$ cat config.mk
export PLATFORM = sky130hd
export DESIGN_NAME = sample_demux
export DESIGN_NICKNAME = d
export VERILOG_FILES = /design/src/rtl/sdm_pkg.sv /design/src/rtl/sdm_mode_dec.sv /design/src/rtl/sdm_phase.sv /design/src/rtl/sdm_ports.sv /design/src/rtl/sample_demux.sv
export SDC_FILE = /design/constraint.sdc
export NUM_CORES = 1
export LEC_CHECK = 0
export ABC_AREA = 1
export ABC_CLOCK_PERIOD_IN_PS = 1500
export BUFFER_PORTS_ARGS = -buffer_cell sky130_fd_sc_hd__buf_2
export CAP_MARGIN = 20
export CORE_ASPECT_RATIO = 0.5
export CORE_UTILIZATION = 30
export CTS_BUF_LIST = sky130_fd_sc_hd__clkbuf_8
export DETAILED_ROUTE_END_ITERATION = 12
export SYNTH_ARGS = -nofsm -noshare
export SYNTH_HDL_FRONTEND = slang
export SYNTH_SLANG_ARGS = --single-unit
$ cat constraint.sdc
create_clock -name clk -period 1.5 [get_ports clk]
set_input_delay 0.3 -clock clk [delete_from_list [all_inputs] [get_ports clk]]
set_output_delay 0.3 -clock clk [all_outputs]
set_load 0.02 [all_outputs]
$ cat src/rtl/sdm_pkg.sv
// Shared types and mode arithmetic for the sample demultiplexer.
// Assumes at most four clock cycles per output period.
package sdm_pkg;

    localparam int PH_W = 2;

    typedef enum logic [1:0] {
        MODE_SINGLE = 2'd0,
        MODE_PAIR   = 2'd1,
        MODE_DECIM  = 2'd2
    } sdm_mode_e;

    // Last phase value of the output period (N-1).
    function automatic logic [PH_W-1:0] ph_last(input sdm_mode_e m);
        case (m)
            MODE_PAIR:  ph_last = 2'd1;
            MODE_DECIM: ph_last = 2'd3;
            default:    ph_last = 2'd0;
        endcase
    endfunction

    // Phase at which the words update (N/2).
    function automatic logic [PH_W-1:0] ph_upd(input sdm_mode_e m);
        case (m)
            MODE_PAIR:  ph_upd = 2'd1;
            MODE_DECIM: ph_upd = 2'd2;
            default:    ph_upd = 2'd0;
        endcase
    endfunction

endpackage

$ cat src/rtl/sdm_mode_dec.sv
// Decodes the two static control pins into an operating mode.
// Assumes the pins are static, or change only while the block is in reset.
module sdm_mode_dec
    import sdm_pkg::*;
(
    input  logic      split_en,
    input  logic      drop_sel,
    output sdm_mode_e mode,
    output logic      two_word
);

    // Mode select: the enable pin picks the family, the select pin picks within it.
    always_comb begin
        if (!split_en)     mode = MODE_SINGLE;
        else if (drop_sel) mode = MODE_DECIM;
        else               mode = MODE_PAIR;
        two_word = split_en;
    end

endmodule

$ cat src/rtl/sdm_phase.sv
// Phase counter for the output period. It produces the stash and update
// enables and the registered data-ready strobe.
// Assumes a synchronous active-low reset that returns the phase to zero.
module sdm_phase
    import sdm_pkg::*;
(
    input  logic            clk,
    input  logic            rst_n,
    input  sdm_mode_e       mode,
    output logic [PH_W-1:0] ph,
    output logic            stash_en,
    output logic            upd_en,
    output logic            drdy
);

    logic [PH_W-1:0] last_c;
    logic [PH_W-1:0] upd_c;

    // Mode-dependent period limits.
    always_comb begin
        last_c   = ph_last(mode);
        upd_c    = ph_upd(mode);
        stash_en = (ph == '0);
        upd_en   = (ph == upd_c);
    end

    // Count the phase, wrap at the end of the period, and register the strobe.
    always_ff @(posedge clk) begin
        if (!rst_n) begin
            ph   <= '0;
            drdy <= 1'b0;
        end else begin
            ph   <= (ph >= last_c) ? '0 : ph + 1'b1;
            drdy <= (ph >= upd_c);
        end
    end


    ph_bound_chk: assert property (@(posedge clk) disable iff (!rst_n)
        $stable(mode) |-> (ph <= ph_last(mode)));

endmodule

$ cat src/rtl/sdm_ports.sv
// Output word registers: the stash for the older sample, the primary and
// auxiliary words, and the overrange flag.
// Assumes offset-binary samples; the reset value is the mid-scale code.
module sdm_ports #(
    parameter int W = 8
) (
    input  logic         clk,
    input  logic         rst_n,
    input  logic [W-1:0] smp,
    input  logic         ovr,
    input  logic         two_word,
    input  logic         stash_en,
    input  logic         upd_en,
    output logic [W-1:0] prim,
    output logic [W-1:0] aux,
    output logic         ovr_q
);

    localparam logic [W-1:0] MID = W'(1) << (W - 1);

    logic [W-1:0] stash;

    // Hold the older sample of a pair until the update edge.
    always_ff @(posedge clk) begin
        if (!rst_n)                    stash <= MID;
        else if (stash_en && two_word) stash <= smp;
    end

    // Load both words together on the update edge.
    always_ff @(posedge clk) begin
        if (!rst_n) begin
            prim  <= MID;
            aux   <= MID;
            ovr_q <= 1'b0;
        end else if (upd_en) begin
            prim  <= smp;
            ovr_q <= ovr;
            if (two_word) aux <= stash;
        end
    end


    aux_hold_chk: assert property (@(posedge clk) disable iff (!rst_n)
        !two_word |=> $stable(aux));

endmodule

$ cat src/rtl/sample_demux.sv
// Top of the converter sample demultiplexer. It wires the mode decode, the
// phase counter and the word registers together and drives the sync output.
// Assumes one sample per clock and static mode pins.
module sample_demux
    import sdm_pkg::*;
#(
    parameter int SMP_W = 8
) (
    input  logic             clk,
    input  logic             rst_n,
    input  logic [SMP_W-1:0] smp_in,
    input  logic             ovr_in,
    input  logic             split_en,
    input  logic             drop_sel,
    output logic [SMP_W-1:0] prim_out,
    output logic [SMP_W-1:0] aux_out,
    output logic             ovr_out,
    output logic             drdy_out,
    output logic             sync_out
);

    sdm_mode_e       mode;
    logic            two_word;
    logic [PH_W-1:0] ph;
    logic            stash_en;
    logic            upd_en;
    logic            sync_q;

    sdm_mode_dec u_dec (
        .split_en (split_en),
        .drop_sel (drop_sel),
        .mode     (mode),
        .two_word (two_word)
    );

    sdm_phase u_phase (
        .clk      (clk),
        .rst_n    (rst_n),
        .mode     (mode),
        .ph       (ph),
        .stash_en (stash_en),
        .upd_en   (upd_en),
        .drdy     (drdy_out)
    );

    sdm_ports #(.W(SMP_W)) u_ports (
        .clk      (clk),
        .rst_n    (rst_n),
        .smp      (smp_in),
        .ovr      (ovr_in),
        .two_word (two_word),
        .stash_en (stash_en),
        .upd_en   (upd_en),
        .prim     (prim_out),
        .aux      (aux_out),
        .ovr_q    (ovr_out)
    );

    // Sync flag: set by reset, cleared by the first update after release.
    always_ff @(posedge clk) begin
        if (!rst_n)      sync_q <= 1'b1;
        else if (upd_en) sync_q <= 1'b0;
    end
    assign sync_out = sync_q;


    prim_on_drdy_chk: assert property (@(posedge clk) disable iff (!rst_n)
        !$stable(prim_out) |-> (drdy_out && (!$past(drdy_out) || mode == MODE_SINGLE)));


    sync_fall_chk: assert property (@(posedge clk) disable iff (!rst_n)
        $fell(sync_out) |-> drdy_out);

endmodule

==> qor.txt <==
status: finished, final reports clean
TritonCTS buffer count: 5
CP startpoint: u_phase.ph[0]
critical path required time: 1660 ps
clock root cell: clkbuf_8
Yosys cell types: 13
flop and latch count out of synthesis: 29
clock net sink count: 29
syn nets: 172
vias per std cell: 4.17
Port Buf Inserts: 31
clock latency on the worst-skew pair: 270 ps
reg2reg path depth: 6
core area: 0.00351 mm^2
Hold Path Depth: 3
Max Freq: 0.725 GHz
First-pass DRT Iterations: 4
RSZ-0062 raised after global routing: yes
crit start category: flip-flop
Final Setup Violations: 0
Final Net Count: 207
crit path max fanout: 11
CTS clk-pin slew, worst paths: 60 ps
HP Class: input pin to flip-flop
IO Count: 32
Worst-Margin Slew: 421 ps
wire per inst: 9.31 um
synth warn: 0
syn avg cell area: 7.25 um^2
fill count: 374
first-pass GRT wire length: 3.64 mm
clk buf depth: 2
post-synth top area cell: dfxtp_1
GP Congestion: 0.782
number of vias in the routed layout: 1,008
FF-to-FF setup slack: 120 ps
CTS tree: done
Peak VDD IR: 0.453 mV
final std cells w/o fill: 242
Seq/Total Area, Yosys: 0.517
Power per Cell Area: 1370 mW/mm^2
Iter 0 DRT Violations: 57
initial antenna violation count: 0
Synth area leaders: dfxtp_1 52%, nor2_1 17%, nand2_1 9.4%
Post-DRT Antenna Nets: 0
max_slew headroom: 0.719
total die area: 0.00401 mm^2
CP arrival: 1540 ps
final instance area: 0.00143 mm^2
Fin Hold WS: 247 ps
post-synth top area share: 0.517
final worst setup slack: 121 ps
total power: 1.96 mW
H-tree depth: 2
CP endpoint: u_ports.prim[0]
dpl ws: -8.73 ps
Syn Inst Count: 155
Total Wirelength: 2.25 mm
row cnt: 15
Critical R2R Capture: u_ports.prim[0]
Mapped Area: 0.00112 mm^2
min Tclk post-route: 1380 ps
crit path kind: flip-flop to flip-flop
largest net degree at the start of global routing: 28
DRC Markers: 0
Pleak: 0.745 nW
die height: 45.3 um
Post-Place Cell Area: 0.00133 mm^2
Max Slew Vio Count: 0
antenna cell count: 0
Placed Cells incl. Taps: 233
CP Capture Type: flip-flop
Starting Density: 0.320
max-cap viol count: 0
DIE WIDTH: 88.5 um
GRT Total Usage: 0.124
Final Skew: 5.51 ps
Post-DP HPWL: 1.63 mm
share of layout cells above drive strength 1: 0.230
Overflow after GRT: 0
endpoints failing hold: 0
vias in the first global route: 869
Final Cycle Share: 0.919
reg2reg start: u_phase.ph[0]
cts hold-fix bufs: 0
Area Overhead vs Synth: 26.9%
## power breakdown
part | internal [mW] | switching, mW | leakage, nW
clock | 0.313 | 0.271 | 0.0491
combinational | 0.158 | 0.305 | 0.456
sequential | 0.869 | 0.0436 | 0.240
total | 1.34 | 0.620 | 0.745
## cells in the final DEF, fill, tap and decap left out, types with 4 or more instances in the layout
cell type,Yosys,routed
inv_1,16,17
clkbuf_8,0,5
o21ai_0,14,13
ha_1,4,4
dfxtp_1,29,29
nor2_1,51,51
buf_2,4,31
nand3_1,4,4
nand2_1,28,27
## metal layers
layer / wire (um) / vias to the layer above / global-route usage
met5: 0 / - / 0
met4: 19 / 0 / 0.0387
met3: 108 / 2 / 0.0603
met2: 1010 / 17 / 0.189
met1: 1120 / 450 / 0.156
li1: - / 539 / -
## worst min path at each step
stage	from	to	slack, ps
after floorplan	u_phase.ph[0]	u_phase.ph[0]	390
after global placement	u_phase.ph[0]	u_phase.ph[0]	400
after detailed placement	u_phase.ph[0]	u_phase.ph[0]	410
after CTS	smp_in[7]	u_ports.prim[7]	230
after global routing	smp_in[7]	u_ports.prim[7]	270
final	smp_in[7]	u_ports.prim[7]	250
## critical path, cell delays in order, from the launching register on
cell	delay [ps]
dfxtp_1	320
inv_1	80
ha_1	330
nand2_2	110
buf_4	190
o21ai_0	180
nor2_1	50
## cells in the mapped netlist (all sizes together)
library cell,n
nand2,28
ha,4
clkbuf,1
buf,5
dfxtp,29
clkinv,1
inv,16
nand3,5
o21ai,15
nor2,51
## area by class of cell
type                    count  area [um^2]  share of cell area
multi-input cells         103          454               0.318
repair inverters            1         7.51             0.00526
inverters                  17         67.6              0.0474
well taps                  51         63.8              0.0447
clock buffers               5         68.8              0.0482
repair buffers             33          170               0.119
flip-flops and latches     29          581               0.407
clock inverters             3         13.8             0.00965
## cells by family after synthesis
kind of cell | synth area share
compound gates | 0.0668
flops | 0.517
buf+inv | 0.0813
fa+ha+maj | 0.0445
simple gates | 0.291
## state kept, by name, indices dropped and copies added, names as in the netlist
| register | cells |
|---|---|
| sync_out | 1 |
| u_phase.ph | 2 |
| u_ports.aux | 8 |
| u_ports.ovr_q | 1 |
| u_ports.prim | 8 |
| u_ports.stash | 8 |
| u_phase.drdy | 1 |
## through the flow
step | util | setup TNS, ps
5_1_grt | 0.406 | -23.4
6_report | 0.406 | 0
3_5_place_dp | 0.379 | -13.7
2_1_floorplan | - | 0
3_3_place_gp | 0.379 | 0
4_1_cts | 0.402 | 0
## repair_timing
item,CTS,global route
endpoints found under the hold margin,0,0
buffers inserted,0,0
gates resized for setup,0,4
endpoints found under the setup margin,0,10
No activity file was read; power rests on OpenSTA's default activity.
